==> src/rtl/lpw_pkg.sv <==
package lpw_pkg;

  typedef enum logic [2:0] {
    DEPTH_SLEEP    = 3'd0,
    DEPTH_STOP     = 3'd1,
    DEPTH_STOP2    = 3'd2,
    DEPTH_STANDBY  = 3'd3,
    DEPTH_SHUTDOWN = 3'd4
  } lpwDepth_e;

  typedef enum logic {
    ST_RUN   = 1'b0,
    ST_SLEEP = 1'b1
  } lpwState_e;

  // strobes from control to datapath
  typedef struct packed {
    logic enter;  // entry accepted this cycle
    logic fire;   // wake decided this cycle
  } lpwStrobe_t;

endpackage

==> src/rtl/lpw_edge_sync.sv <==
module lpw_edge_sync #(
  parameter int WIDTH = 1
) (
  input  logic             clk,
  input  logic             rstN,
  input  logic [WIDTH-1:0] asyncIn,
  output logic [WIDTH-1:0] riseOut,
  output logic [WIDTH-1:0] fallOut
);
  logic [WIDTH-1:0] stage1, stage2, stage3;

  always_ff @(posedge clk or negedge rstN) begin
    if (!rstN) begin
      stage1 <= '0;
      stage2 <= '0;
      stage3 <= '0;
    end else begin
      stage1 <= asyncIn;
      stage2 <= stage1;
      stage3 <= stage2;
    end
  end

  assign riseOut = stage2 & ~stage3;
  assign fallOut = ~stage2 & stage3;
endmodule

==> src/rtl/lpw_control.sv <==
module lpw_control
  import lpw_pkg::*;
(
  input  logic       clk,
  input  logic       rstN,
  input  logic       enterReq,
  input  logic       wakeCond,
  output lpwStrobe_t strobe,
  output logic       wakePulse,
  output logic       asleep
);
  lpwState_e state, stateNext;

  always_comb begin
    strobe.enter = (state == ST_RUN) && enterReq;
    strobe.fire  = (state == ST_SLEEP) && wakeCond;
    stateNext    = state;
    if (strobe.enter)     stateNext = ST_SLEEP;
    else if (strobe.fire) stateNext = ST_RUN;
  end

  always_ff @(posedge clk or negedge rstN) begin
    if (!rstN) begin
      state     <= ST_RUN;
      wakePulse <= 1'b0;
    end else begin
      state     <= stateNext;
      wakePulse <= strobe.fire;
    end
  end

  assign asleep = (state == ST_SLEEP);
endmodule

==> src/rtl/lpw_datapath.sv <==
module lpw_datapath
  import lpw_pkg::*;
#(
  parameter int NUM_IRQ = 8,
  parameter int PRIO_W  = 3,
  parameter int NUM_EVT = 2,
  parameter int NUM_PIN = 3
) (
  input  logic                      clk,
  input  logic                      rstN,
  input  lpwStrobe_t                strobe,
  input  logic                      enterByEvent,
  input  logic [2:0]                enterDepth,
  input  logic [NUM_IRQ-1:0]        irqPending,
  input  logic [NUM_IRQ-1:0]        irqEnable,
  input  logic [NUM_IRQ*PRIO_W-1:0] irqPrio,
  input  logic [PRIO_W-1:0]         prioThreshold,
  input  logic                      sevOnPend,
  input  logic [NUM_EVT-1:0]        eventIn,
  input  logic                      extRstReq,
  input  logic                      wdogRstReq,
  input  logic                      radioIrq,
  input  logic                      pvdEvent,
  input  logic                      radioBusy,
  input  logic                      rtcTamperEvent,
  input  logic                      radioEvent,
  input  logic [NUM_PIN-1:0]        wakePin,
  input  logic [NUM_PIN-1:0]        wakePinEn,
  input  logic [NUM_PIN-1:0]        wakePinPol,
  input  logic [2:0]                flagClear,
  output logic                      wakeCond,
  output logic                      takeIrq,
  output logic                      restartReq,
  output logic                      flagStop,
  output logic                      flagStop2,
  output logic                      flagStandby
);
  localparam int FLAG_N = 3;

  logic             modeByEvent;
  logic [2:0]       modeDepth;
  logic [NUM_IRQ-1:0] pendPrev;
  logic [NUM_IRQ-1:0] prioAbove;
  logic [NUM_PIN-1:0] pinRise, pinFall, pinHit;
  logic             busyRise, busyFall;
  logic             qualified, newPend, evtAny, isDeep, deepWake, shallowWake;
  logic [FLAG_N-1:0] flagReg, flagSet;

  // per-line priority compare
  for (genvar i = 0; i < NUM_IRQ; i++) begin : g_prio
    assign prioAbove[i] = irqPrio[i*PRIO_W +: PRIO_W] > prioThreshold;
  end

  lpw_edge_sync #(.WIDTH(NUM_PIN)) u_pinSync (
    .clk(clk), .rstN(rstN), .asyncIn(wakePin),
    .riseOut(pinRise), .fallOut(pinFall)
  );

  lpw_edge_sync #(.WIDTH(1)) u_busySync (
    .clk(clk), .rstN(rstN), .asyncIn(radioBusy),
    .riseOut(busyRise), .fallOut(busyFall)
  );

  assign pinHit    = wakePinEn & ((~wakePinPol & pinRise) | (wakePinPol & pinFall));
  assign qualified = |(irqPending & irqEnable & prioAbove);
  assign newPend   = |(irqPending & ~pendPrev);
  assign evtAny    = |eventIn;
  assign isDeep    = (modeDepth == DEPTH_STANDBY) || (modeDepth == DEPTH_SHUTDOWN);

  always_comb begin
    deepWake = extRstReq | wdogRstReq | radioIrq | pvdEvent | rtcTamperEvent
             | busyRise | busyFall | (|pinHit)
             | (radioEvent & (modeDepth == DEPTH_STANDBY));
    if (modeByEvent) shallowWake = evtAny | qualified | (sevOnPend & newPend);
    else             shallowWake = qualified;
    wakeCond = isDeep ? deepWake : shallowWake;
  end

  // mode capture, pending history, wake qualifiers
  always_ff @(posedge clk or negedge rstN) begin
    if (!rstN) begin
      modeByEvent <= 1'b0;
      modeDepth   <= DEPTH_SLEEP;
      pendPrev    <= '0;
      takeIrq     <= 1'b0;
      restartReq  <= 1'b0;
    end else begin
      pendPrev <= irqPending;
      if (strobe.enter) begin
        modeByEvent <= enterByEvent;
        modeDepth   <= enterDepth;
      end
      takeIrq    <= strobe.fire & ~isDeep & qualified;
      restartReq <= strobe.fire & isDeep;
    end
  end

  // sticky mode flags, clear wins
  assign flagSet[0] = strobe.enter && (enterDepth == DEPTH_STOP);
  assign flagSet[1] = strobe.enter && (enterDepth == DEPTH_STOP2);
  assign flagSet[2] = strobe.enter && (enterDepth == DEPTH_STANDBY);

  for (genvar f = 0; f < FLAG_N; f++) begin : g_flag
    always_ff @(posedge clk or negedge rstN) begin
      if (!rstN)             flagReg[f] <= 1'b0;
      else if (flagClear[f]) flagReg[f] <= 1'b0;
      else if (flagSet[f])   flagReg[f] <= 1'b1;
    end
  end

  assign flagStop    = flagReg[0];
  assign flagStop2   = flagReg[1];
  assign flagStandby = flagReg[2];
endmodule

==> src/rtl/lowpower_wake.sv <==
module lowpower_wake
  import lpw_pkg::*;
#(
  parameter int NUM_IRQ = 8,
  parameter int PRIO_W  = 3,
  parameter int NUM_EVT = 2,
  parameter int NUM_PIN = 3
) (
  input  logic                      clk,
  input  logic                      rstN,
  input  logic                      enterReq,
  input  logic                      enterByEvent,
  input  logic [2:0]                enterDepth,
  input  logic [NUM_IRQ-1:0]        irqPending,
  input  logic [NUM_IRQ-1:0]        irqEnable,
  input  logic [NUM_IRQ*PRIO_W-1:0] irqPrio,
  input  logic [PRIO_W-1:0]         prioThreshold,
  input  logic                      sevOnPend,
  input  logic [NUM_EVT-1:0]        eventIn,
  input  logic                      extRstReq,
  input  logic                      wdogRstReq,
  input  logic                      radioIrq,
  input  logic                      pvdEvent,
  input  logic                      radioBusy,
  input  logic                      rtcTamperEvent,
  input  logic                      radioEvent,
  input  logic [NUM_PIN-1:0]        wakePin,
  input  logic [NUM_PIN-1:0]        wakePinEn,
  input  logic [NUM_PIN-1:0]        wakePinPol,
  input  logic [2:0]                flagClear,
  output logic                      wakePulse,
  output logic                      takeIrq,
  output logic                      restartReq,
  output logic                      flagStop,
  output logic                      flagStop2,
  output logic                      flagStandby
);
  lpwStrobe_t strobe;
  logic       wakeCond;
  logic       asleep;

  lpw_control u_control (
    .clk(clk), .rstN(rstN), .enterReq(enterReq), .wakeCond(wakeCond),
    .strobe(strobe), .wakePulse(wakePulse), .asleep(asleep)
  );

  lpw_datapath #(
    .NUM_IRQ(NUM_IRQ), .PRIO_W(PRIO_W), .NUM_EVT(NUM_EVT), .NUM_PIN(NUM_PIN)
  ) u_datapath (
    .clk(clk), .rstN(rstN), .strobe(strobe),
    .enterByEvent(enterByEvent), .enterDepth(enterDepth),
    .irqPending(irqPending), .irqEnable(irqEnable), .irqPrio(irqPrio),
    .prioThreshold(prioThreshold), .sevOnPend(sevOnPend), .eventIn(eventIn),
    .extRstReq(extRstReq), .wdogRstReq(wdogRstReq), .radioIrq(radioIrq),
    .pvdEvent(pvdEvent), .radioBusy(radioBusy), .rtcTamperEvent(rtcTamperEvent),
    .radioEvent(radioEvent), .wakePin(wakePin), .wakePinEn(wakePinEn),
    .wakePinPol(wakePinPol), .flagClear(flagClear),
    .wakeCond(wakeCond), .takeIrq(takeIrq), .restartReq(restartReq),
    .flagStop(flagStop), .flagStop2(flagStop2), .flagStandby(flagStandby)
  );
endmodule

==> config.mk <==
export PLATFORM = sky130hd
export DESIGN_NAME = lowpower_wake
export DESIGN_NICKNAME = d
export VERILOG_FILES = /design/src/rtl/lpw_pkg.sv /design/src/rtl/lpw_edge_sync.sv /design/src/rtl/lpw_control.sv /design/src/rtl/lpw_datapath.sv /design/src/rtl/lowpower_wake.sv
export SDC_FILE = /design/constraint.sdc
export NUM_CORES = 1
export LEC_CHECK = 0
export BUFFER_PORTS_ARGS = -buffer_cell sky130_fd_sc_hd__buf_4
export CAP_MARGIN = 5
export CELL_PAD_IN_SITES_DETAIL_PLACEMENT = 0
export CELL_PAD_IN_SITES_GLOBAL_PLACEMENT = 1
export CORE_UTILIZATION = 39
export CTS_BUF_LIST = sky130_fd_sc_hd__clkbuf_8
export DETAILED_ROUTE_END_ITERATION = 16
export PLACE_DENSITY = 0.95
export REMOVE_ABC_BUFFERS = 1
export SLEW_MARGIN = 20
export SYNTH_ARGS = -nofsm -noshare
export SYNTH_HDL_FRONTEND = slang
export SYNTH_HIERARCHICAL = 1
export SYNTH_SLANG_ARGS = --single-unit
==> constraint.sdc <==
create_clock -name clk -period 4.1 [get_ports clk]
set_clock_uncertainty 0.15 [all_clocks]
set_input_delay 0.41 -clock clk [delete_from_list [all_inputs] [get_ports clk]]
set_output_delay 0.41 -clock clk [all_outputs]
set_load 0.02 [all_outputs]
; Word level (Yosys, flattened, before mapping)
; Index checks and enable logic that the tools add are counted.
[op_classes]
bitwise_logic = 34
mux = 10
order_cmp = 8
eq_ne = 5
n_reduce_logical = 14
[ops]
columns = operator, n
row1 = $and A8 B8 Y8, 3
row2 = $gt A3 B3 Y1, 8
row3 = $reduce_or A8 Y1, 2
row4 = $and A3 B3 Y3, 5
row5 = $mux W1, 10
row6 = $or A1 B1 Y1, 10
row7 = $eq A3 B2 Y1 const B, 3
row8 = $not A3 Y3, 3
row9 = $not A8 Y8, 1
row10 = $reduce_bool A2 Y1, 4
row11 = $and A1 B1 Y1, 7
row12 = $logic_and A1 B1 Y1, 5
row13 = $not A1 Y1, 4
row14 = $eq A3 B1 Y1 const B, 1
row15 = $eq A3 B3 Y1 const B, 1
row16 = $or A3 B3 Y3, 1
row17 = $reduce_or A3 Y1, 1
row18 = $reduce_or A2 Y1, 1
row19 = $logic_or A1 B1 Y1, 1
[word_totals]
register_bits = 31
in_bits = 72
wordCells = 87

; Longest topological paths before layout
[depth]
word_depth = 12
ltp_mapped = 9
depth_no_buf = 9

; Cells and area by module
; Netlist, hierarchy kept.
[by_module_without_submodules]
columns = module, cells_each, area_per_inst_um2, n_inst, seq_area_each_um2
row1 = lpw_datapath, 132, 1270.0, 1, 425.4
row2 = lpw_edge_sync at u_datapath.u_pinSync, 15, 277.8, 1, 225.2
row3 = lpw_edge_sync at u_datapath.u_busySync, 5, 90.1, 1, 75.1
row4 = lpw_control, 7, 83.8, 1, 50.0

; Worst setup path after synthesis
; Ideal clock, no wire load.
[synth_path]
path_kind = input to register
from = input port prioThreshold[1]
to = register u_datapath.takeIrq
path_slack_ps = 1725
arrival_time_ps = 2090
n_path_buf = 0
setup_time_ps = 135
cell_stages = 9
t_required_ps = 3815
cell_sequence = inv_1 > ha_1 > nor2b_1 > o311ai_0 > o22ai_1 > nor4_1 > a22oi_1 > and2_1 > nor3b_1
[synth_lines]
columns = item, line
row1 = "start, declared", lowpower_wake.sv:17  ; input logic [PRIO_W-1:0] prioThreshold,
row2 = "end signal, assigned", lpw_datapath.sv:93  ; takeIrq <= strobe.fire & ~isDeep & qualified;
row3 = "end, declared", lpw_datapath.sv:32  ; output logic takeIrq,

==> run_results.csv <==
group,metric,value,unit
run_status,status,"finished clean",
synth,syn-cell-area,0.00172,mm2
floorplan,die_x,68.4,um
route,first_pass_iters,4,
grt,first_global_vias,1425,
final_layout,final_area,0.00248,mm2
power,p_sw,0.205,mW
worst_setup_path,startpoint_type,"primary input",
sta,relSlewSlack,68.0,%
synth,synth_warnings,6,
final_layout,num-nets-final,339,
sta,finalCritPeriodShare,62.8,%
synth,yosysUniqueCellTypes,28,
clock_tree,cts_tree,"done",
worst_setup_path,crit_path_end_kind,"flip-flop",
placed_design,dp_hpwl,3020,um
synth,netlist_top_cells_count,"31 x dfrtp_1, 24 x ha_1, 20 x inv_1",
grt,antenna_found_initial,0,
route,num_vias,1469,
worst_setup_path,worstReg2RegEnd,"u_datapath/takeIrq",
route,ant_nets,0,
sta,slew_viol_final,0,
power,leakage,1.29,nW
route,wl_per_cell,12.3,um
floorplan,fp.dieArea,0.00468,mm2
power,p_per_area,342,mW/mm2
worst_setup_path,r2r_cells,8,
worst_setup_path,cp.required,4.09,ns
clock_tree,cts_setup_buffers,0,
synth,syn-instance-count,159,
floorplan,row_count,23,
synth,netlist_top_cells_area,"dfrtp_1 45%, ha_1 17%, mux2_2 4.6%, inv_1 4.4%, nor2b_1 3.6%",
clock_tree,cts_num_sinks,31,
worst_hold_path,hold_depth,1,
final_layout,final_layout_size_suffix_gt1_share,41.0,%
sta,rsz0062_at_grt,"no",
worst_hold_path,worstHoldPathType,"in -> reg",
synth,seq_area_frac_synth,45.1,%
sta,fmaxAchievable,0.389,GHz
synth,ys.flop_type,"dfrtp_1",
floorplan,start_util,41.8,%
sta,hold_slack,0.0895,ns
clock_tree,ctsResizeCount,0,
worst_hold_path,min_to,"u_datapath/u_pinSync/stage1[1]",
clock_tree,root_buffer,"clkbuf_8",
worst_setup_path,path_class,"in -> reg",
clock_tree,clk_path_buf_depth,2,
grt,grt_max_degree,32,
power,seqPwrFrac,41.6,%
sta,tightestPinTransition,0.476,ns
placed_design,postPlaceCellArea,0.00235,mm2
placed_design,port_buffers,77,
final_layout,syn2layout_area_growth,44.2,%
worst_setup_path,arrival,2.57,ns
power,ir_drop,0.000144,V
sta,tns,0,ns
floorplan,die_y,68.4,um
synth,netlist.area_leader.share,45.1,%
grt,grt-ovfl-total,0,
sta,hold_violations,0,
worst_setup_path,r2r_start,"u_datapath/u_pinSync/stage2[0]",
clock_tree,clk_pin_slew_worst_paths,0.06,ns
synth,synth_edf_count,0,
grt,grt_pass1_wl,5710,um
power,intPower,0.644,mW
worst_hold_path,min_from,"wakePin[1]",
route,first_iter_violations,79,
clock_tree,cts_max_level,2,
floorplan,ios,78,
route,totalWireLength,3610,um
clock_tree,holdBufCountCts,1,
worst_setup_path,r2r_slack,2.10,ns
synth,synth_seq_cells,31,
power,power_frac_comb,22.8,%
final_layout,n_antenna_cell,0,
synth,synth_most_common_cell,"dfrtp_1",
power,power_frac_clock,35.6,%
synth,postSynth.asyncResetShare,100,%
synth,syn_area_per_cell,10.8,um2
run,drv_cap,0,
clock_tree,clk_latency,0.28,ns
grt,grt.total_usage,16.6,%
placed_design,place_congestion,0.770,
worst_setup_path,path_max_fanout,8,
route,vias_per_cell,5.00,
sta,finalCriticalPeriod,2.57,ns
power,total_power,0.849,mW
power,sw_frac_of_total,24.1,%
route,drc_errors,0,
sta,finalSetupViolations,0,
clock_tree,cts_buffers,5,
floorplan,core,0.00412,mm2
synth,synth_top_area_cell,"dfrtp_1",
==> area by class of cell <==
cell class              instances  area (um2)
repair buffers                 78         588
fillers                       360        1630
inverters                      21        78.8
clock buffers                   6        82.6
well taps                      50        62.6
flip-flops and latches         31         776
multi-input cells             106         860
clock inverters                 2        35.0
==> worst max path at each step <==
stage                                 from                  to  slack, ns  depth (start not counted)
after global routing      prioThreshold[1]  u_datapath/takeIrq       1.30                         10
after detailed placement  prioThreshold[1]  u_datapath/takeIrq       1.20                         10
after CTS                 prioThreshold[1]  u_datapath/takeIrq       1.50                         10
final                     prioThreshold[1]  u_datapath/takeIrq       1.53                         10
after global placement    prioThreshold[1]  u_datapath/takeIrq       1.30                         10
after floorplan           prioThreshold[1]  u_datapath/takeIrq       1.72                          9
==> power groups by stage <==
stage,combinational (mW),sequential (mW),clock (mW)
finish,0.194,0.353,0.302
global route,0.219,0.356,0.325
CTS,0.196,0.353,0.311
detailed placement,0.195,0.359,0
global placement,0.191,0.357,0
floorplan,0.0920,0.365,0
==> per-stage QoR <==
| stage | worst slack (ns) | util, % | std cells |
|---|---|---|---|
| after floorplan | 1.72 | - | 158 |
| final | 1.53 | 60.3 | 294 |
| after CTS | 1.50 | 60.3 | 294 |
| after global routing | 1.30 | 60.3 | 294 |
| after detailed placement | 1.20 | 57.2 | 285 |
| after global placement | 1.30 | 57.2 | 285 |
==> cells by family after synthesis <==
kind of cell	after synthesis	share of synthesized area, %
simple gates	42	14.9
compound gates	33	13.0
flops	31	45.1
fa+ha+maj	24	17.4
buf+inv	22	5.01
mux	7	4.58
==> routing by layer <==
layer | vias up | global-route usage (%) | share of wire [%]
met5 | - | 0 | 0
met4 | 0 | 6.25 | 1.2
met3 | 6 | 6.00 | 11
met2 | 63 | 28.1 | 46
met1 | 656 | 19.1 | 41
li1 | 744 | - | -
==> flip-flops by register name (all words and copies together) (netlist names) <==
| name | flops |
|---|---|
| u_datapath/pendPrev | 8 |
| u_datapath/flagStandby | 1 |
| u_datapath/u_pinSync/stage2 | 3 |
| u_datapath/u_pinSync/stage3 | 3 |
| u_datapath/flagStop | 1 |
| u_datapath/modeDepth | 3 |
| u_control/asleep | 1 |
| u_datapath/takeIrq | 1 |
| u_datapath/u_busySync/stage2 | 1 |
| u_datapath/u_busySync/stage1 | 1 |
| u_control/wakePulse | 1 |
| u_datapath/restartReq | 1 |
| u_datapath/u_busySync/stage3 | 1 |
| u_datapath/u_pinSync/stage1 | 3 |
| u_datapath/modeByEvent | 1 |
| u_datapath/flagStop2 | 1 |
==> cell usage in the layout (no fill, tap or decap), types with 2 or more instances in the layout <==
cell type  instances
a31oi_1            3
and2_1             2
and2b_2            7
buf_4             77
clkbuf_8           6
dfrtp_1           31
ha_1              24
inv_1             20
mux2_2             7
nand2_1            3
nand3_1            9
nor2_1             4
nor2b_1           10
nor4_1             2
o21ai_0            9
o22ai_1            8
o311ai_0           6
o311ai_1           2
==> critical path, stage by stage <==
cell,delay [ns]
buf_4,0.10
inv_1,0.21
ha_1,0.30
nor2b_1,0.13
o311ai_0,0.28
o22ai_1,0.14
nor4_1,0.47
a22oi_1,0.19
and2_1,0.19
nor3b_1,0.14
Note: power is estimated with default switching activity, not from simulation.
